<file path="config.mk">
export PLATFORM = sky130hd
export DESIGN_NAME = coin_window_ctl
export DESIGN_NICKNAME = d
export VERILOG_FILES = /design/src/rtl/coin_window_pkg.sv /design/src/rtl/coin_sync.sv /design/src/rtl/coin_slot_timer.sv /design/src/rtl/coin_reg_mux.sv /design/src/rtl/coin_window_ctl.sv
export SDC_FILE = /design/constraint.sdc
export NUM_CORES = 1
export LEC_CHECK = 0
export BUFFER_PORTS_ARGS = -buffer_cell sky130_fd_sc_hd__buf_2
export CORE_MARGIN = 4
export CORE_UTILIZATION = 35
export DETAILED_ROUTE_END_ITERATION = 7
export GPL_ROUTABILITY_DRIVEN = 0
export SYNTH_ARGS = -nofsm -noshare
export SYNTH_HDL_FRONTEND = slang
export SYNTH_SLANG_ARGS = --single-unit
</file>
<file path="constraint.sdc">
create_clock -name clk_i -period 4.8 [get_ports clk_i]
set_input_delay 1.2 -clock clk_i [delete_from_list [all_inputs] [get_ports clk_i]]
set_output_delay 1.2 -clock clk_i [all_outputs]
set_load 0.01 [all_outputs]
</file>
<file path="src/rtl/coin_window_pkg.sv">
`timescale 1ns/1ps
package coin_window_pkg;

    // Number of low address bits taken part in decoding
    localparam int OFF_W    = 11;
    // Register offsets inside the decoded window
    localparam int OFF_COIN = 'h280;
    localparam int OFF_DEV  = 'h284;
    localparam int OFF_PAD  = 'h288;
    // Lowest data bit kept by the device-type register
    localparam int DEV_LSB  = 4;

    typedef enum logic [1:0] {
        SLOT_IDLE  = 2'd0,
        SLOT_OPEN  = 2'd1,
        SLOT_SPENT = 2'd2
    } slot_state_e;

endpackage

</file>
<file path="src/rtl/coin_sync.sv">
`timescale 1ns/1ps
module coin_sync #(
    parameter int WIDTH = 4
) (
    input  logic             clk_i,
    input  logic             rst_ni,
    input  logic [WIDTH-1:0] async_i,
    output logic [WIDTH-1:0] sync_o
);

    typedef struct packed {
        logic [WIDTH-1:0] stage1;
        logic [WIDTH-1:0] stage2;
    } sync_t;

    sync_t sync_d, sync_q;

    always_comb begin
        sync_d        = sync_q;
        sync_d.stage1 = async_i;
        sync_d.stage2 = sync_q.stage1;
    end

    always_ff @(posedge clk_i or negedge rst_ni) begin
        if (!rst_ni) begin
            sync_q <= '0;
        end else begin
            sync_q <= sync_d;
        end
    end

    assign sync_o = sync_q.stage2;

endmodule

</file>
<file path="src/rtl/coin_slot_timer.sv">
`timescale 1ns/1ps
module coin_slot_timer
    import coin_window_pkg::*;
#(
    parameter int WINDOW_CYCLES = 20_000_000,
    localparam int CNT_W = (WINDOW_CYCLES > 2) ? $clog2(WINDOW_CYCLES) : 1
) (
    input  logic clk_i,
    input  logic rst_ni,
    input  logic level_i,
    output logic open_o
);

    localparam logic [CNT_W-1:0] LOAD = CNT_W'(WINDOW_CYCLES - 1);

    typedef struct packed {
        slot_state_e      state;
        logic [CNT_W-1:0] cnt;
    } tmr_t;

    tmr_t tmr_d, tmr_q;

    always_comb begin
        tmr_d = tmr_q;
        case (tmr_q.state)
            SLOT_IDLE: begin
                if (level_i) begin
                    tmr_d.state = SLOT_OPEN;
                    tmr_d.cnt   = LOAD;
                end
            end
            SLOT_OPEN: begin
                if (!level_i) begin
                    tmr_d.state = SLOT_IDLE;
                    tmr_d.cnt   = '0;
                end else if (tmr_q.cnt == '0) begin
                    tmr_d.state = SLOT_SPENT;
                end else begin
                    tmr_d.cnt = tmr_q.cnt - 1'b1;
                end
            end
            SLOT_SPENT: begin
                if (!level_i) begin
                    tmr_d.state = SLOT_IDLE;
                end
            end
            default: begin
                tmr_d.state = SLOT_IDLE;
                tmr_d.cnt   = '0;
            end
        endcase
    end

    always_ff @(posedge clk_i or negedge rst_ni) begin
        if (!rst_ni) begin
            tmr_q <= '{state: SLOT_IDLE, cnt: '0};
        end else begin
            tmr_q <= tmr_d;
        end
    end

    assign open_o = (tmr_q.state == SLOT_OPEN);

endmodule

</file>
<file path="src/rtl/coin_reg_mux.sv">
`timescale 1ns/1ps
module coin_reg_mux
    import coin_window_pkg::*;
#(
    parameter int NUM_SLOTS = 4,
    parameter int ADDR_W    = 16,
    parameter int DATA_W    = 8
) (
    input  logic                 clk_i,
    input  logic                 rst_ni,
    input  logic                 rd_i,
    input  logic                 wr_i,
    input  logic [ADDR_W-1:0]    addr_i,
    input  logic [DATA_W-1:0]    wdata_i,
    input  logic [NUM_SLOTS-1:0] slot_open_i,
    output logic [DATA_W-1:0]    rdata_o
);

    localparam logic [ADDR_W-1:0] ADDR_MASK = ADDR_W'((64'd1 << OFF_W) - 64'd1);
    localparam logic [DATA_W-1:0] DEV_MASK  = {DATA_W{1'b1}} << DEV_LSB;

    typedef struct packed {
        logic [DATA_W-1:0] rdata;
        logic [DATA_W-1:0] dev;
        logic              first_done;
    } regs_t;

    regs_t regs_d, regs_q;

    logic [ADDR_W-1:0] off;
    logic              hit_coin, hit_dev, hit_pad;
    logic [DATA_W-1:0] coin_word;

    always_comb begin
        off      = addr_i & ADDR_MASK;
        hit_coin = (off == ADDR_W'(OFF_COIN));
        hit_dev  = (off == ADDR_W'(OFF_DEV));
        hit_pad  = (off == ADDR_W'(OFF_PAD));
    end

    always_comb begin
        coin_word                 = '0;
        coin_word[NUM_SLOTS-1:0]  = ~slot_open_i;
    end

    always_comb begin
        regs_d = regs_q;
        if (rd_i) begin
            if (hit_coin) begin
                regs_d.rdata      = regs_q.first_done ? coin_word : '0;
                regs_d.first_done = 1'b1;
            end else if (hit_dev) begin
                regs_d.rdata = regs_q.dev;
            end else if (hit_pad) begin
                regs_d.rdata = '0;
            end else begin
                regs_d.rdata = '1;
            end
        end
        if (wr_i && hit_dev) begin
            regs_d.dev = wdata_i & DEV_MASK;
        end
    end

    always_ff @(posedge clk_i or negedge rst_ni) begin
        if (!rst_ni) begin
            regs_q <= '0;
        end else begin
            regs_q <= regs_d;
        end
    end

    assign rdata_o = regs_q.rdata;

endmodule

</file>
<file path="src/rtl/coin_window_ctl.sv">
`timescale 1ns/1ps
module coin_window_ctl
    import coin_window_pkg::*;
#(
    parameter int NUM_SLOTS     = 4,
    parameter int ADDR_W        = 16,
    parameter int DATA_W        = 8,
    parameter int WINDOW_CYCLES = 20_000_000
) (
    input  logic                 clk_i,
    input  logic                 rst_ni,
    input  logic [NUM_SLOTS-1:0] coin_i,
    input  logic                 rd_i,
    input  logic                 wr_i,
    input  logic [ADDR_W-1:0]    addr_i,
    input  logic [DATA_W-1:0]    wdata_i,
    output logic [DATA_W-1:0]    rdata_o
);

    logic [NUM_SLOTS-1:0] coin_sync;
    logic [NUM_SLOTS-1:0] slot_open;

    coin_sync #(
        .WIDTH(NUM_SLOTS)
    ) sync_i (
        .clk_i  (clk_i),
        .rst_ni (rst_ni),
        .async_i(coin_i),
        .sync_o (coin_sync)
    );

    for (genvar s = 0; s < NUM_SLOTS; s++) begin : g_slot
        coin_slot_timer #(
            .WINDOW_CYCLES(WINDOW_CYCLES)
        ) tmr_i (
            .clk_i  (clk_i),
            .rst_ni (rst_ni),
            .level_i(coin_sync[s]),
            .open_o (slot_open[s])
        );
    end

    coin_reg_mux #(
        .NUM_SLOTS(NUM_SLOTS),
        .ADDR_W   (ADDR_W),
        .DATA_W   (DATA_W)
    ) mux_i (
        .clk_i      (clk_i),
        .rst_ni     (rst_ni),
        .rd_i       (rd_i),
        .wr_i       (wr_i),
        .addr_i     (addr_i),
        .wdata_i    (wdata_i),
        .slot_open_i(slot_open),
        .rdata_o    (rdata_o)
    );

endmodule

</file>
==> run summary, run 1 <==
In this run the worst path has a maximum fanout of 19. The simple-gate area share of the yosys netlist works out to 25.2%. The tools report the worst hold path endpoint as sync_i.sync_o[3].

For this block, the initial DRC count from the detailed router was 523. In this run the remaining antenna-violating nets after routing total 0. The leakage dissipation was 3.20 nW. The nature of the critical path endpoint is a register. Measured against its own limit, the worst slew margin works out to 20.5%. The number of buffers inserted by port buffering is 30.

In this run the critical register-to-register path is captured at g_slot[0].tmr_i.tmr_q[9]. The tools report the sequential-to-total area share from yosys stat as 44.9%. The overall global routing resource usage is 15.7%, and the number of flops mapped to enable cells by yosys is 0.

The relative area change from synthesis to final layout was 13.2%; the number of post-CTS setup repair buffers was 0. The depth of the CTS H-tree is 4, and the number of hold buffers added after CTS is 0. The logs give 0.42 ns for the clock latency on the worst-skew pair and 852 for the net total in the final layout. The count of maximum capacitance violations is 0.

The tools report the origin of the worst min-delay path as sync_i.sync_d[3]. The number of cells after detailed placement came out at 1066. In this run the critical register-to-register path is launched from g_slot[0].tmr_i.tmr_q[0]. The number of antenna violations at the first check in global routing is 0, and the clock slew at the register clock pins of the worst setup and hold paths is 0.06 ns.

At the pin with the least slew margin, the transition time is 1.18 ns. The run gives 3.70 ns as the worst endpoint data arrival time. The final worst-path cycle share is 69.9%, and the total of endpoints with negative setup slack in the final report is 0. The clock passes through at most 2 buffers. The number of buffers created by CTS was 17; the area of the mapped netlist was 7190 um2. The number of cell rows is 52, and the minimum setup slack among reg-to-reg paths is 1.44 ns.

For this design the top-level I/O count stands at 40. TritonCTS built the clock tree. The compound-gate portion of the synthesized area was 23.0%. The tools report the CTS root buffer as sky130_fd_sc_hd__clkbuf_16.

The average routed wire per standard cell came out at 15.8 um. Data on the critical path is required at its endpoint by 5.15 ns. From bottom edge to top edge, the die measures 151 um. The worst hold path passes through 0 cells. The half-perimeter wire length after detailed placement is 11700 um.

In the post-synthesis netlist, the biggest area contributors are sky130_fd_sc_hd__dfrtp_1 (45%), sky130_fd_sc_hd__o21ai_0 (5.1%), sky130_fd_sc_hd__a21oi_1 (4.0%), sky130_fd_sc_hd__nor2_1 (3.5%), sky130_fd_sc_hd__or4_1 (3.4%). The cell type contributing the most total cell area after synthesis is sky130_fd_sc_hd__dfrtp_1. Setup repair after global routing left no endpoint under its margin. The worst setup path is of the register to register kind.

The initial utilization of the core area, before any placement, comes to 35.5%. Dividing the detail-routed via count by the number of cells gives 5.67. Synthesized netlist net count: 840.

After synthesis, the share of flip-flops with an asynchronous set or reset is 100%. Dividing total power by cell area gives a power density of 355 nW/um2. Fill cells in the final layout number 2037. Synthesis inferred 129 register bits. The first global-routing pass estimated 29300 um of wire. The total area inside the core boundary comes to 20200 um2. The Yosys step of the flow raised 0 warnings. For the routed wire length, the log shows 17400 um. The worst setup path is launched from a register. The logs give 0 for the max-slew violation count and 0 for the overall overflow remaining after global route. For the number of inserted diodes, the log shows 0. Across all layers, the routed design uses 6231 vias. Horizontal die dimension: 151 um.

Cells with a size suffix above 1 make up 11.6% of the layout. Static timing analysis puts the maximum clock frequency at 298 MHz. After synthesis, the largest area contributor takes up 44.9% of total cell area. After technology mapping, the gate count stands at 803. The flow ran to the end, and the final reports show no timing, DRC or antenna violations.

The total die area came out at 22900 um2. The final standard cell count with taps included and fillers excluded is 1098, and the number of global-route vias before repair is 5876. The minimum clock period came out at 3.36 ns.

The maximum resistive drop on vdd is 204 uV, and the final clock skew is 0.00729 ns. In the post-route analysis, the smallest setup slack over all paths is 1.44 ns. The number of cells traversed by the worst register-to-register path came out at 7. In the layout the commonest cells are sky130_fd_sc_hd__dfrtp_1 (129), sky130_fd_sc_hd__o21ai_0 (73), sky130_fd_sc_hd__nor2_1 (67).

The combined flip-flop and latch cell area came out at 3230 um2. The predominant post-synthesis flop cell is sky130_fd_sc_hd__dfrtp_1. The fraction of the mapped netlist area in adder cells came out at 0.870%. Timing analysis after detailed placement gives a worst setup slack of 1.45 ns. The min-delay analysis places its worst path in the category register to register. For the hold violation count in the final report, the log shows 0. The post-detailed-route DRC marker count was 0; the multi-input combinational cell area was 3670 um2.

The first-pass detailed-route iteration total was 4; the per-instance average area after synthesis was 8.96 um2. Mux share of post-synthesis cell area: 1.18%. After synthesis, the largest family of logic cells by area is simple AND/OR/NAND/NOR gates. The clock drives 129 sinks. In this run, distinct cell masters in the synthesized netlist total 65. Entering global routing, the biggest net connects 95 pins.

After Yosys synthesis, XOR and XNOR cells account for 0.731% of the synthesized area. The most critical setup path has its startpoint at g_slot[0].tmr_i.tmr_q[0]. Leaving out fill and tap cells, the most frequent cell in the layout is sky130_fd_sc_hd__dfrtp_1. In this run, post-CTS repair resized a total of 0 instances. For the final routed database, the setup TNS stands at 0 ns.
==> sequential cells by signal, indices dropped and copies added (netlist names) <==
signal              cells
g_slot.tmr_i.tmr_q    108
sync_i.sync_d           4
sync_i.sync_o           4
mux_i.regs_q            5
mux_i.rdata_o           8
==> report_power, final <==
group,internal [W],total (W),leakage [nW],switching [W]
Clock,0.000838,0.00131,0.296,0.000475
Combinational,0.000128,0.000326,1.31,0.000197
Sequential,0.00116,0.00125,1.59,0.0000924
Total,0.00213,0.00289,3.20,0.000765
==> worst max-delay path, stage by stage (launching register included) <==
cell and delay, ns:
sky130_fd_sc_hd__dfrtp_1 0.40, sky130_fd_sc_hd__inv_1 0.07, sky130_fd_sc_hd__ha_1 0.17, sky130_fd_sc_hd__nor4b_1 0.62
sky130_fd_sc_hd__nand4bb_1 0.51, sky130_fd_sc_hd__o31ai_2 1.11, sky130_fd_sc_hd__o21ai_0 0.23, sky130_fd_sc_hd__a21oi_1 0.17
==> cells in the mapped netlist, types with 5 or more instances <==
cell type / instances
sky130_fd_sc_hd__a21oi_1: 57
sky130_fd_sc_hd__a22o_1: 9
sky130_fd_sc_hd__a31o_2: 5
sky130_fd_sc_hd__a31oi_1: 14
sky130_fd_sc_hd__buf_4: 8
sky130_fd_sc_hd__clkbuf_1: 33
sky130_fd_sc_hd__dfrtp_1: 129
sky130_fd_sc_hd__ha_1: 5
sky130_fd_sc_hd__inv_1: 25
sky130_fd_sc_hd__nand2_1: 57
sky130_fd_sc_hd__nand2b_1: 14
sky130_fd_sc_hd__nand3_1: 35
sky130_fd_sc_hd__nand3b_1: 5
sky130_fd_sc_hd__nand4_1: 7
sky130_fd_sc_hd__nor2_1: 67
sky130_fd_sc_hd__nor2b_1: 6
sky130_fd_sc_hd__nor3_1: 18
sky130_fd_sc_hd__nor4_1: 23
sky130_fd_sc_hd__nor4b_1: 7
sky130_fd_sc_hd__o211ai_1: 15
sky130_fd_sc_hd__o21ai_0: 73
sky130_fd_sc_hd__o22a_1: 8
sky130_fd_sc_hd__o311ai_0: 7
sky130_fd_sc_hd__o31a_1: 5
sky130_fd_sc_hd__o31ai_1: 25
sky130_fd_sc_hd__or2_2: 10
sky130_fd_sc_hd__or3_1: 21
sky130_fd_sc_hd__or4_1: 33
sky130_fd_sc_hd__xnor2_1: 5
==> layer usage <==
metal	up-vias	track usage, %	part of all wire, %
met5	-	0	0
met4	0	4.71	1.1
met3	16	3.56	3.6
met2	100	24.0	46
met1	3035	22.4	50
li1	3080	-	-
==> final cells by class <==
class	count	share of cell area [%]
clock inverter	11	1.67
clock buffer	21	5.65
inverter	25	1.15
sequential	129	39.6
tap	270	4.15
multi-input combinational	604	45.1
timing repair buffer	38	2.66
==> worst max path at each step <==
stage	cells after the start	to	slack, ns
after detailed placement	7	g_slot[0].tmr_i.tmr_q[13]	1.45
after floorplan	7	g_slot[1].tmr_i.tmr_q[22]	2.27
final	7	g_slot[0].tmr_i.tmr_q[9]	1.44
after CTS	7	g_slot[0].tmr_i.tmr_q[13]	1.39
after global routing	7	g_slot[0].tmr_i.tmr_q[21]	1.05
after global placement	7	g_slot[0].tmr_i.tmr_q[13]	1.46
==> logic make-up (layout without fill, tap and decap cells) <==
group,after synthesis,after routing
AND/OR/NAND/NOR,329,329
AO/OA/AOI/OAI,256,256
flip-flops,129,129
buffers and inverters,70,95
multiplexers,8,8
XOR/XNOR,6,6
adder cells (fa/ha/maj),5,5
==> per-stage QoR <==
stage / hold WS, ns / util [%] / area (um2) / total power [W]
detailed placement: 0.342 / 37.3 / 7550 / 0.00160
global placement: 0.334 / 37.3 / 7550 / 0.00159
global route: 0.363 / 40.2 / 8140 / 0.00304
finish: 0.350 / 40.2 / 8140 / 0.00289
floorplan: 0.331 / - / 7190 / 0.00149
CTS: 0.355 / 40.2 / 8140 / 0.00293
Power figures use the tool's default switching activity.
==> run 2, diff against run 1 <==
==> constraint.sdc (replaced) <==
create_clock -name clk_i -period 2.9 [get_ports clk_i]
set_input_delay 0.725 -clock clk_i [delete_from_list [all_inputs] [get_ports clk_i]]
set_output_delay 0.725 -clock clk_i [all_outputs]
set_load 0.01 [all_outputs]
==> run summary, run 2 (synthesis gave the netlist of run 1 again) <==
The run finished with clean final reports. Slowest library cell on the worst path: sky130_fd_sc_hd__or4b_2 (was sky130_fd_sc_hd__o31ai_2). The class of the worst hold path was primary input to async pin (was register to register). The number of antenna violations at the first check in global routing was 0 (unchanged). Setup repair after global routing left no endpoint under its margin. The power density over the cells is 580 nW/um2 (was 355 nW/um2), and the post-layout total power is 0.00486 W (was 0.00289 W).

The via-per-instance ratio was 5.66 (was 5.67); the depth of the CTS H-tree was 4 (unchanged). The number of global-route vias before repair came out at 6016 (was 5876). The number of buffers created by CTS is 17 (unchanged). The register with the most flip-flops was g_slot.tmr_i.tmr_q (unchanged).

CP cell instances: inv_1, ha_1, or4b_2, or4_1, buf_4, or4_1, a21oi_1 (was inv_1, ha_1, nor4b_1, nand4bb_1, o31ai_2, o21ai_0, a21oi_1). The tools report the total die area as 22900 um2 (unchanged). The tools report the number of cell rows as 52 (unchanged). For the initial core utilization, the log shows 35.5% (unchanged). The routed wire length was 17800 um (was 17400 um).

Highest-count cells in the layout ignoring fill and taps: sky130_fd_sc_hd__dfrtp_1 (129), sky130_fd_sc_hd__o21ai_0 (73), sky130_fd_sc_hd__nor2_1 (67) (unchanged). The worst setup margin came out at 0.236 ns (was 1.44 ns). The area of placed instances was 7770 um2 (was 7550 um2); the share of layout cells above drive strength 1 was 14.6% (was 11.6%).

The first-pass detailed-route iteration total is 5 (was 4). The tools report the CTS root buffer as sky130_fd_sc_hd__clkbuf_16 (unchanged). The flip-flop count of the largest register, all copies and words added is 108 (unchanged), and the worst endpoint data arrival time is 3.00 ns (was 3.70 ns).

The multi-input combinational cell area was 3670 um2 (unchanged); the total number of vias was 6370 (was 6231). The logs give 30400 um (was 29300 um) for the first-pass GRT wire length and 0 (unchanged) for the number of nets still failing antenna checks after routing. The worst endpoint required time was 3.24 ns (was 5.15 ns); the overall global routing resource usage was 16.4% (was 15.7%). The run gives 0 (unchanged) as the count of maximum capacitance violations. For the final clock skew, the log shows 0.00765 ns (was 0.00729 ns). The combined flip-flop and latch cell area is 3230 um2 (unchanged). TritonCTS built the clock tree. For the number of sinks on the clock net, the log shows 129 (unchanged). The run gives 345 uV (was 204 uV) as the maximum resistive drop on vdd. The post-detailed-route DRC marker count is 0 (unchanged), and the worst path buffer plus inverter count is 2 (was 1).

The cell family with the largest share of critical-path delay was simple AND/OR/NAND/NOR gates (was compound AO/OA/AOI/OAI gates). For the total of endpoints with negative setup slack in the final report, the log shows 0 (unchanged). For the total core area, the log shows 20200 um2 (unchanged). The final worst-path cycle share was 91.8% (was 69.9%); the actual slew at the worst max-slew pin was 0.741 ns (was 1.18 ns).

The nature of the critical path endpoint is a register (unchanged). The relative area change from synthesis to final layout was 16.6% (was 13.2%); the half-perimeter wire length after detailed placement was 12400 um (was 11700 um). Type of the worst setup path: register to register (unchanged). The number of buffers inserted by port buffering was 30 (unchanged); the worst-case setup slack after placement was 0.223 ns (was 1.45 ns). Number of inserted diodes: 0 (unchanged). The startpoint type of the worst setup path was a register (unchanged).

The height of the chip came out at 151 um (unchanged). Cell repeated most along the worst path: sky130_fd_sc_hd__or4_1. The final instance area was 8380 um2 (was 8140 um2); the pin count of the biggest net entering global routing was 51 (was 95).

The setup TNS after final layout is 0 ns (unchanged). The average routed wire per standard cell was 15.8 um (about the same); the clock latency on the worst-skew pair was 0.42 ns (about the same). The clock slew at the register clock pins of the worst setup and hold paths is 0.06 ns (about the same), and the leakage dissipation is 3.34 nW (was 3.20 nW). The net total in the final layout is 880 (was 852), and the minimum clock period is 2.66 ns (was 3.36 ns). The number of fill cells in the layout is 1983 (was 2037).

The tools report the hold violation count in the final report as 0 (unchanged). The tools report the number of violations reported at the end of detailed-routing iteration 0 as 452 (was 523). Worst relative slew slack: 50.2% (was 20.5%).

The fmax was 375 MHz (was 298 MHz); the count of pins on the block boundary was 40 (unchanged). Max-slew violation count: 0 (unchanged). The run gives 2 (unchanged) as the deepest clock path buffer count. The most common library cell in the layout ignoring fill and taps is sky130_fd_sc_hd__dfrtp_1 (unchanged). The maximum net fanout on the critical path was 6 (was 19). The tools report the overall overflow remaining after global route as 0 (unchanged). The worst hold-check slack was 0.188 ns (was 0.350 ns). Number of hold buffers added after CTS: 0 (unchanged). The delay of the slowest cell on the worst path was 0.69 ns (was 1.11 ns); the horizontal die dimension was 151 um (unchanged).
-- run 2: cell count changes in the layout (fill, tap and decap cells not counted), sizes merged --
cell / before / now
inv: 25 / 26
clkbuf: 21 / 20
clkinvlp: 1 / 3
clkinv: 7 / 5
buf: 38 / 66
-- run 2: worst reg2reg max path: stages, from the launching register on --
cell and delay, ns:
sky130_fd_sc_hd__dfrtp_1 0.42, sky130_fd_sc_hd__inv_1 0.08, sky130_fd_sc_hd__ha_1 0.20, sky130_fd_sc_hd__or4b_2 0.69
sky130_fd_sc_hd__or4_1 0.45, sky130_fd_sc_hd__buf_4 0.17, sky130_fd_sc_hd__or4_1 0.39, sky130_fd_sc_hd__a21oi_1 0.17
-- run 2: path summary, 6_finish.rpt --
kind                                     startpoint                        end  slack, ns  cells past startpoint
setup / recovery           g_slot[1].tmr_i.tmr_q[0]  g_slot[1].tmr_i.tmr_q[18]       0.24                      7
min in group clk_i                 sync_i.sync_d[3]           sync_i.sync_o[3]       0.35                      0
setup reg to reg           g_slot[1].tmr_i.tmr_q[0]  g_slot[1].tmr_i.tmr_q[18]       0.24                      7
hold / removal                               rst_ni   g_slot[3].tmr_i.tmr_q[9]       0.19                      1
max in group asynchronous                    rst_ni  g_slot[0].tmr_i.tmr_q[10]       2.07                      2
hold reg to reg                    sync_i.sync_d[3]           sync_i.sync_o[3]       0.35                      0
-- run 2: report_power, final --
| group | leakage [nW] | internal, W | switching (W) |
|---|---|---|---|
| logic | 1.46 | 0.000236 | 0.000338 |
| clock network | 0.293 | 0.00140 | 0.000819 |
| registers | 1.59 | 0.00192 | 0.000150 |
| total | 3.34 | 0.00356 | 0.00131 |
-- run 2: layout make-up --
cell class / instances / area share, %
multi-input combinational: 604 / 43.8
sequential: 129 / 38.5
clock buffer: 20 / 5.45
timing repair buffer: 66 / 5.24
tap: 270 / 4.03
clock inverter: 12 / 1.88
inverter: 25 / 1.12
-- run 2: per-stage QoR --
| stage | utilization [%] | cells |
|---|---|---|
| after global placement | 38.4 | 1094 |
| after detailed placement | 38.4 | 1094 |
| after CTS | 41.4 | 1126 |
| after global routing | 41.4 | 1126 |
| after floorplan | - | 803 |
| final | 41.4 | 1126 |
-- run 2: what timing repair did --
item                                    in CTS  in global routing
buffers inserted                             0                  0
endpoints found under the setup margin       0                  1
gates resized for setup                      0                  1
-- run 2: per-layer routing --
| metal | wire [um] | global-route usage (%) |
|---|---|---|
| met5 | 0 | 0 |
| met4 | 191 | 4.31 |
| met3 | 536 | 3.86 |
| met2 | 8270 | 25.2 |
| met1 | 8800 | 23.3 |
